--- config.mk ---
export PLATFORM = sky130hd
export DESIGN_NAME = tod_alarm_timer
export DESIGN_NICKNAME = d
export VERILOG_FILES = /design/src/rtl/tod_pkg.sv /design/src/rtl/bcd_digit_inc.sv /design/src/rtl/tod_us_counter.sv /design/src/rtl/tod_alarm_unit.sv /design/src/rtl/tod_alarm_timer.sv
export SDC_FILE = /design/constraint.sdc
export NUM_CORES = 1
export LEC_CHECK = 0
export ABC_AREA = 1
export CAP_MARGIN = 20
export CELL_PAD_IN_SITES_DETAIL_PLACEMENT = 0
export CELL_PAD_IN_SITES_GLOBAL_PLACEMENT = 1
export CORE_MARGIN = 4
export CORE_UTILIZATION = 38
export DETAILED_ROUTE_END_ITERATION = 8
export HOLD_SLACK_MARGIN = 0.05
export MAX_ROUTING_LAYER = met4
export PLACE_DENSITY = 0.95
export SKIP_CTS_REPAIR_TIMING = 1
export SYNTH_ARGS = -nofsm -noshare
export SYNTH_HDL_FRONTEND = slang
export SYNTH_SLANG_ARGS = --single-unit
--- constraint.sdc ---
create_clock -name clk_i -period 6 [get_ports clk_i]
set_input_delay 0.6 -clock clk_i [delete_from_list [all_inputs] [get_ports clk_i]]
set_output_delay 0.6 -clock clk_i [all_outputs]
set_load 0.01 [all_outputs]
--- src/rtl/tod_pkg.sv ---
package tod_pkg;
  localparam int unsigned DIGIT_W     = 4;
  localparam int unsigned TOD_DIGITS  = 20;
  localparam int unsigned US_DIGITS   = 11;
  localparam int unsigned TOD_W       = DIGIT_W * TOD_DIGITS;
  localparam int unsigned US_W        = DIGIT_W * US_DIGITS;

  typedef logic [DIGIT_W-1:0] bcd_digit_t;
endpackage

--- src/rtl/bcd_digit_inc.sv ---
module bcd_digit_inc
  import tod_pkg::*;
(
  input  bcd_digit_t d_i,
  input  logic       cin_i,
  output bcd_digit_t d_o,
  output logic       cout_o
);
  logic at_top;
  assign at_top = (d_i >= bcd_digit_t'(9));

  always_comb begin
    d_o    = d_i;
    cout_o = 1'b0;
    if (cin_i) begin
      if (at_top) begin
        d_o    = '0;
        cout_o = 1'b1;
      end else begin
        d_o = d_i + bcd_digit_t'(1);
      end
    end
  end
endmodule

--- src/rtl/tod_us_counter.sv ---
module tod_us_counter
  import tod_pkg::*;
#(
  parameter int unsigned NUM_DIGITS = US_DIGITS,
  localparam int unsigned W = NUM_DIGITS * DIGIT_W
) (
  input  logic [W-1:0] us_i,
  output logic [W-1:0] us_o
);
  // carry[k] enters digit k; digit 0 here is the least significant
  logic [NUM_DIGITS:0] carry;
  assign carry[0] = 1'b1;

  for (genvar k = 0; k < NUM_DIGITS; k++) begin : g_dig
    bcd_digit_inc u_inc (
      .d_i    (us_i[k*DIGIT_W +: DIGIT_W]),
      .cin_i  (carry[k]),
      .d_o    (us_o[k*DIGIT_W +: DIGIT_W]),
      .cout_o (carry[k+1])
    );
  end
endmodule

--- src/rtl/tod_alarm_unit.sv ---
module tod_alarm_unit
  import tod_pkg::*;
#(
  parameter int unsigned NUM_DIGITS = US_DIGITS,
  localparam int unsigned W = NUM_DIGITS * DIGIT_W
) (
  input  logic         clk_i,
  input  logic         rst_ni,
  input  logic         tick_i,
  input  logic         ld_i,
  input  logic [W-1:0] val_i,
  input  logic [W-1:0] us_i,
  input  logic         ack_i,
  output logic         irq_o
);
  logic [W-1:0] alarm_q;
  logic         reached;
  logic         irq_q;

  // valid BCD orders the same as binary, so a plain magnitude compare suffices
  assign reached = (us_i >= alarm_q);

  always_ff @(posedge clk_i or negedge rst_ni) begin
    if (!rst_ni)   alarm_q <= '0;
    else if (ld_i) alarm_q <= val_i;
  end

  always_ff @(posedge clk_i or negedge rst_ni) begin
    if (!rst_ni)                irq_q <= 1'b0;
    else if (ack_i)             irq_q <= 1'b0;
    else if (tick_i && reached) irq_q <= 1'b1;
  end

  assign irq_o = irq_q;

  AST_ACK_CLEARS: assert property (@(posedge clk_i) disable iff (!rst_ni)
    ack_i |=> !irq_o);
  AST_NO_RISE_WITHOUT_TICK: assert property (@(posedge clk_i) disable iff (!rst_ni)
    (!irq_o && !tick_i) |=> !irq_o);
  AST_ALARM_LOAD: assert property (@(posedge clk_i) disable iff (!rst_ni)
    ld_i |=> alarm_q == $past(val_i));
endmodule

--- src/rtl/tod_alarm_timer.sv ---
module tod_alarm_timer
  import tod_pkg::*;
#(
  parameter int unsigned NUM_DIGITS    = TOD_DIGITS,
  parameter int unsigned NUM_US_DIGITS = US_DIGITS,
  localparam int unsigned TW = NUM_DIGITS * DIGIT_W,
  localparam int unsigned UW = NUM_US_DIGITS * DIGIT_W
) (
  input  logic          clk_i,
  input  logic          rst_ni,
  input  logic          tick_i,
  input  logic          set_i,
  input  logic [TW-1:0] set_val_i,
  output logic [TW-1:0] tod_o,
  input  logic          alarm_ld_i,
  input  logic [UW-1:0] alarm_val_i,
  output logic          alarm_irq_o,
  input  logic          alarm_ack_i
);
  logic [TW-1:0] tod_q;
  logic [UW-1:0] us_inc;

  tod_us_counter #(.NUM_DIGITS(NUM_US_DIGITS)) u_us (
    .us_i (tod_q[UW-1:0]),
    .us_o (us_inc)
  );

  // load beats the tick; calendar digits never advance in hardware
  always_ff @(posedge clk_i or negedge rst_ni) begin
    if (!rst_ni)     tod_q <= '0;
    else if (set_i)  tod_q <= set_val_i;
    else if (tick_i) tod_q[UW-1:0] <= us_inc;
  end

  tod_alarm_unit #(.NUM_DIGITS(NUM_US_DIGITS)) u_alarm (
    .clk_i  (clk_i),
    .rst_ni (rst_ni),
    .tick_i (tick_i),
    .ld_i   (alarm_ld_i),
    .val_i  (alarm_val_i),
    .us_i   (tod_q[UW-1:0]),
    .ack_i  (alarm_ack_i),
    .irq_o  (alarm_irq_o)
  );

  assign tod_o = tod_q;

  AST_SET_LOADS: assert property (@(posedge clk_i) disable iff (!rst_ni)
    set_i |=> tod_o == $past(set_val_i));
  AST_UPPER_STABLE: assert property (@(posedge clk_i) disable iff (!rst_ni)
    !set_i |=> $stable(tod_o[TW-1:UW]));
  AST_IDLE_HOLDS: assert property (@(posedge clk_i) disable iff (!rst_ni)
    (!set_i && !tick_i) |=> $stable(tod_o));
  AST_TICK_MOVES: assert property (@(posedge clk_i) disable iff (!rst_ni)
    (!set_i && tick_i) |=> !$stable(tod_o[UW-1:0]));
endmodule

==> results of run 1 <==
-- worst max-delay path by stage --
stage                    startpoint               endpoint  slack [ns]  cells after the start
2_1_floorplan  tod_o[0]$_DFFE_PN0P_  tod_o[14]$_DFFE_PN0P_        3.94                     10
3_3_place_gp                  set_i  tod_o[41]$_DFFE_PN0P_        2.67                      9
3_5_place_dp                  set_i  tod_o[42]$_DFFE_PN0P_        2.65                      9
4_1_cts                       set_i  tod_o[41]$_DFFE_PN0P_        3.08                      9
5_1_grt                       set_i  tod_o[42]$_DFFE_PN0P_        2.79                      9
6_report                      set_i  tod_o[42]$_DFFE_PN0P_        3.15                      9
-- synth_stat cells, drive strengths merged (2+ instances only) --
cell	count	area share
nor3	2	0.0030
o21ai	99	0.069
a21o	2	0.0021
a22o	4	0.0049
o21a	2	0.0021
a21oi	30	0.023
dfrtp	125	0.44
xor2	9	0.011
buf	4	0.0037
nor2	35	0.022
nand3	20	0.014
nand4	11	0.017
inv	101	0.053
ha	77	0.13
xnor2	10	0.012
clkbuf	20	0.010
a31oi	3	0.0026
nand2	302	0.16
mux2	3	0.0047
nor3b	2	0.0021
a22oi	4	0.0042
-- worst register-to-register path, delay by kind of cell, from the launching register on --
| family | cells | cell delay, ns |
|---|---|---|
| and+or+nand+nor | 10 | 1.41 |
| DFF | 1 | 0.46 |
| adders and majority gates | 1 | 0.20 |
| buffers and inverters | 1 | 0.10 |
-- cell type report --
class                   count  area [um^2]
multi-input cells         624         3570
repair buffers            212         2110
clock inverters            14          169
well taps                 229          287
fillers                  1694         8200
clock buffers              18          429
inverters                 101          379
flip-flops and latches    125         3130
-- metal layers --
layer | up-vias | share of wire | global-route usage
li1 | 3218 | - | -
met1 | 2870 | 0.45 | 0.246
met2 | 179 | 0.47 | 0.303
met3 | 12 | 0.073 | 0.0694
met4 | 0 | 0.011 | 0.0603
met5 | - | 0 | -
-- per-stage QoR --
step	setup slack [ns]	utilization	area [um^2]	hold slack, ns
floorplan	3.94	-	7180	0.304
finish	3.15	0.551	10100	0.222
global route	2.79	0.551	10100	0.285
detailed placement	2.65	0.518	9470	0.458
CTS	3.08	0.551	10100	0.252
global placement	2.67	0.518	9470	0.452
-- state kept, by name, indices dropped and copies added (netlist names) --
signal,count
u_alarm.irq_o,1
tod_o,80
u_alarm.alarm_q,44
-- cells by family after synthesis --
logic type	count (synthesis)
AO/OA/AOI/OAI	151
buffers and inverters	125
flip-flops	125
XOR/XNOR	19
multiplexers	3
adder cells (fa/ha/maj)	77
AND/OR/NAND/NOR	374
-- power breakdown --
| group | internal (mW) | leakage (nW) | switching [mW] |
|---|---|---|---|
| Clock | 0.653 | 0.278 | 0.391 |
| Combinational | 0.710 | 3.05 | 0.734 |
| Sequential | 1.02 | 1.53 | 0.268 |
==> impl_results.md, run 1 <==
- Outcome: complete, no violations
- Post-route setup TNS: 0 ns
- Htree depth: 4
- DR WL/cell: approximately 15 um
- Synthesized area: 0.00718 mm^2
- Gr usage total: 0.197
- DRT antenna net count: 0
- Multiplexer share of the synthesized area: 0.00471
- Post-Syn Area per Cell: slightly above 8 um^2
- HP Class: input pin to async pin
- Leakage power: 4.86 nW
- Post-synth EDFFs: 0
- Post-DP HPWL: 14.6 mm
- Starting Density: 0.393
- RePlAce Congestion: 0.841
- Count of buffer and inverter cells on the critical path: 2
- Layout area overhead: 40.3%
- Max-cap violations: 0
- Slew @ Worst Pin: a little over 0.9 ns
- Critical Path Start Type: input pin
- Peak supply drop: 0.000231 V
- Ant diodes: 0
- CP Data Arrival Time: 3.20 ns
- Detailed Route WL: 19.8 mm
- Mapped Nets: 1081
- Initial DRC Count: roughly 320
- Port bufs: 210
- Ports: 211
- Post-Syn Instances: approximately 870
- Reg2Reg Depth: 12
- Number of CTS-inserted buffers: 17
- Root Buffer: clkbuf_16
- Largest net degree at the start of global routing: 90
- Slowest CP cell: buf_4
- Chip Width: ~150 um
- Worst Skew: 0.0126 ns
- Netlist cell types: between 40 and 50
- Commonest non-fill, non-tap cell in the layout: nand2_1
- Primary FF master, synth: dfrtp_1
- Core area: 0.0183 mm^2
- Synth async-reset ratio: 1.00
- Worst skew pair latency: 0.41 ns
- GRT overflow: 0
- Nets@finish: 1288
- R2r setup slk: 3.72 ns
- Seq cells post-synth: 125
- Die H: 145 um
- Commonest cells after routing, fill and taps aside: nand2_1 (297), clkdlybuf4s50_1 (207), dfrtp_1 (125), inv_1 (99), o21ai_0 (96)
- Via count: 6279
- Die area: 0.0211 mm^2
- Crit path largest cell delay: 0.63 ns
- Crit Path Category: input pin to flip-flop
- Synth Area in Adders: 0.134
- Crit path time final: ~2.8 ns
- Final Max Slew Viols: 0
- Final Hold Vio Count: 0
- Crit Path Max Fanout: 89
- Max clock buf depth: 2
- PD cells: approximately 370 mW/mm^2
- Synth Area in Compound Gates: 0.115
- Clk sink count: around 130
- Share of cells above drive strength 1: 0.0530
- Row cnt: 49
- Reg-to-reg endpoint: tod_o[40]$_DFFE_PN0P_
- Worst path top cell family by delay: simple AND/OR/NAND/NOR gates
- Via/cell ratio: 4.75
- Post-Synth XOR/XNOR Area: 0.0232
- Global-route wire length before repair: 32.9 mm
- Fmax: 351 MHz
- DRC: 0
- DR pass1 iterations: 4
- Largest family of logic cells by synthesized area: simple AND/OR/NAND/NOR gates
- Crit-path cells: buf_4, inv_2, nand2_2, nand4_4, nor2_4, nand4_4, nor2_4, nand3_1, nand2_1
- Endpoints failing setup: 0
- Synth Area in Simple Gates: 0.220
- Vias in the first global route: around 6400
- Sequential fraction of the synthesis area: 0.436
- RSZ-0062 raised after global routing: false
- Relative slew slack: 0.387
- Initial antenna violation count: 0
- Placed cells: between 1000 and 1500
- Finished Layout Cells: 1323
- Req. time, crit path: 6.35 ns
- Reg clk slew, reported paths: 0.06 ns
- Final period util: 0.475
- Design Power: 3.77 mW
- FF-to-FF Start: tod_o[0]$_DFFE_PN0P_
- Yosys warnings: 0
- CTS tree: done
- Crit path capture type: flip-flop
Note: power is estimated with default switching activity, not from simulation.
==> inputs of run 2 (changes only) <==
Settings changed: CORE_UTILIZATION 38 to 31, PLACE_DENSITY 0.95 to 0.84.
Clock period 6 ns to 2.6 ns, I/O delays scaled along.
==> run 2 against run 1 <==
Against the previous run: combinational power increased by 130%; total power increased by 130%; non-clock buffer count increased by 10; die area increased by 21%; via count increased by 1.3%; wire length increased by 5.7%; cell area increased by 2.2%; sequential power increased by 130%; register-to-register slack got worse by 3.4 ns; setup slack got worse by 2.8 ns; critical path type is now flip-flop to flip-flop.
==> impl_results.md, run 2 (synthesis gave the netlist of run 1 again) <==
- Critical Path Start Type: flip-flop (was input pin)
- RePlAce Congestion: 0.856 (was 0.841)
- Worst Min Path Start: set_i
- Crit Path Category: flip-flop to flip-flop (was input pin to flip-flop)
- Clk sink count: 125 (unchanged)
- R2r setup slk: 0.32 ns (was 3.72 ns)
- Max FFs per register: 80 (unchanged)
- Root Buffer: clkbuf_16 (unchanged)
- DRC: 0 (unchanged)
- Crit path capture type: flip-flop (unchanged)
- Layout area overhead: 43.4% (was 40.3%)
- Worst skew pair latency: 0.42 ns (was 0.41 ns)
- Ports: 211 (unchanged)
- Endpoints failing setup: 0 (unchanged)
- Share of cells above drive strength 1: 0.0616 (was 0.0530)
- Reg clk slew, reported paths: 0.06 ns (about the same)
- Final Max Slew Viols: 0 (unchanged)
- CP Data Arrival Time: 2.58 ns (was 3.20 ns)
- Crit Path Max Fanout: 7 (was 89)
- Via count: 6363 (was 6279)
- Max-cap violations: 0 (unchanged)
- HP Class: input pin to flip-flop (was input pin to async pin)
- Reg-to-reg endpoint: tod_o[15]$_DFFE_PN0P_ (was tod_o[40]$_DFFE_PN0P_)
- Max clock buf depth: 2 (unchanged)
- Switching power: 3.24 mW (was 1.39 mW)
- Sequential Power Share: 0.332 (was 0.341)
- Htree depth: 4 (unchanged)
- Vias in the first global route: 6584 (was 6414)
- Req. time, crit path: 2.90 ns (was 6.35 ns)
- Number of CTS-inserted buffers: 17 (unchanged)
- Chip Width: 160 um (was 145 um)
- Gr usage total: 0.170 (was 0.197)
- Fmax: 438 MHz
- Post-layout utilization of the core: 0.453 (was 0.551)
- Starting Density: 0.316 (was 0.393)
- Via/cell ratio: 4.57 (was 4.75)
- Final Hold Vio Count: 0 (unchanged)
- Switch share: 0.366 (was 0.369)
- Crit path time final: 2.28 ns
- Core area: 0.0227 mm^2 (was 0.0183 mm^2)
- CTS tree: done (unchanged)
- Commonest cells after routing, fill and taps aside: nand2_1 (297), clkdlybuf4s50_1 (207), dfrtp_1 (125), inv_1 (99), o21ai_0 (96) (unchanged)
- Global-route wire length before repair: 34.2 mm (was 32.9 mm)
- Largest net degree at the start of global routing: 54 (was 90)
- Hold EP: tod_o[0]$_DFFE_PN0P_
- Port bufs: 210 (unchanged)
- Hold path depth: 3
- Die area: 0.0256 mm^2 (was 0.0211 mm^2)
- Detailed Route WL: 21.0 mm (was 19.8 mm)
- RSZ-0062 raised after global routing: false (unchanged)
- WHS: 0.324 ns (was 0.222 ns)
- Peak supply drop: 0.000453 V (was 0.000231 V)
- FF-to-FF Start: tod_o[0]$_DFFE_PN0P_ (unchanged)
- Nets@finish: 1298 (was 1288)
- Reg2Reg Depth: 10 (was 12)
- Initial antenna violation count: 1 (was 0)
- Relative slew slack: 0.517 (was 0.387)
- GRT overflow: 0 (unchanged)
- Final period util: 0.878
- Slew @ Worst Pin: 0.719 ns (was 0.920 ns)
- Logic gate share of total power: 0.382 (was 0.383)
- DR WL/cell: 15.1 um (was 15.0 um)
- Outcome: complete, no violations (unchanged)
- Commonest non-fill, non-tap cell in the layout: nand2_1 (unchanged)
- Clock share of power: 0.286 (was 0.276)
- Leakage power: 4.94 nW (was 4.86 nW)
- Die H: 160 um (was 145 um)
- PD cells: 860 mW/mm^2 (was 375 mW/mm^2)
- DRT antenna net count: 0 (unchanged)
- Worst Skew: 0.00708 ns (was 0.0126 ns)
- Post-route setup TNS: 0 ns (unchanged)
- Initial DRC Count: 156 (was 324)
- Pint: 5.61 mW (was 2.38 mW)
- Row cnt: 55 (was 49)
- Fillers: 2263 (was 1694)
- DR pass1 iterations: 4 (unchanged)
- Post-DP HPWL: 15.9 mm (was 14.6 mm)
[run 2: through the flow]
step	std cells	area, um^2	power, mW	worst slack (ns)
2_1_floorplan	874	7180	4.76	0.540
3_3_place_gp	1354	9620	6.31	0.324
3_5_place_dp	1354	9620	6.38	0.218
4_1_cts	1386	10200	8.97	0.199
5_1_grt	1390	10300	9.60	0.111
6_report	1391	10300	8.85	0.318
[run 2: per-layer routing]
| metal | vias up | track usage | routed length, um |
|---|---|---|---|
| li1 | 3240 | - | - |
| met1 | 2942 | 0.207 | 9250 |
| met2 | 167 | 0.268 | 9730 |
| met4 | 0 | 0.0352 | 208 |
| met5 | - | - | 0 |
| met3 | 14 | 0.0702 | 1770 |
[run 2: worst max path at each step]
stage                               from                     to  slack (ns)  cells after the start
floorplan           tod_o[0]$_DFFE_PN0P_  tod_o[14]$_DFFE_PN0P_        0.54                     10
global placement    tod_o[0]$_DFFE_PN0P_  tod_o[43]$_DFFE_PN0P_        0.32                     12
detailed placement  tod_o[0]$_DFFE_PN0P_  tod_o[43]$_DFFE_PN0P_        0.22                     12
CTS                 tod_o[0]$_DFFE_PN0P_  tod_o[40]$_DFFE_PN0P_        0.20                     12
global route        tod_o[0]$_DFFE_PN0P_  tod_o[43]$_DFFE_PN0P_        0.11                     11
finish              tod_o[0]$_DFFE_PN0P_  tod_o[15]$_DFFE_PN0P_        0.32                     10
[run 2: final cells by class]
| type | instances | area, um^2 | share of cell area |
|---|---|---|---|
| multi-input cells | 624 | 3570 | 0.347 |
| flip-flops and latches | 125 | 3130 | 0.304 |
| repair buffers | 222 | 2230 | 0.216 |
| clock buffers | 20 | 467 | 0.0453 |
| inverters | 101 | 379 | 0.0368 |
| well taps | 285 | 357 | 0.0347 |
| clock inverters | 12 | 161 | 0.0157 |
| diodes | 2 | 5.00 | 0.000486 |
[run 2: power by group through the flow]
stage	registers, mW	clock network [mW]	logic, mW
5_1_grt	3.02	2.69	3.89
3_3_place_gp	2.96	0	3.35
3_5_place_dp	2.97	0	3.40
4_1_cts	2.95	2.59	3.43
2_1_floorplan	2.97	0	1.79
6_report	2.93	2.53	3.38
[run 2: critical path, stage by stage (launching register included)]
cell and delay, ns:
dfrtp_1 0.47, inv_1 0.10, ha_1 0.20, nand2_1 0.07
nand2_2 0.09, nand2_2 0.12, nand2_4 0.09, nor2_4 0.20
inv_1 0.12, nor2_1 0.32, mux2_2 0.38
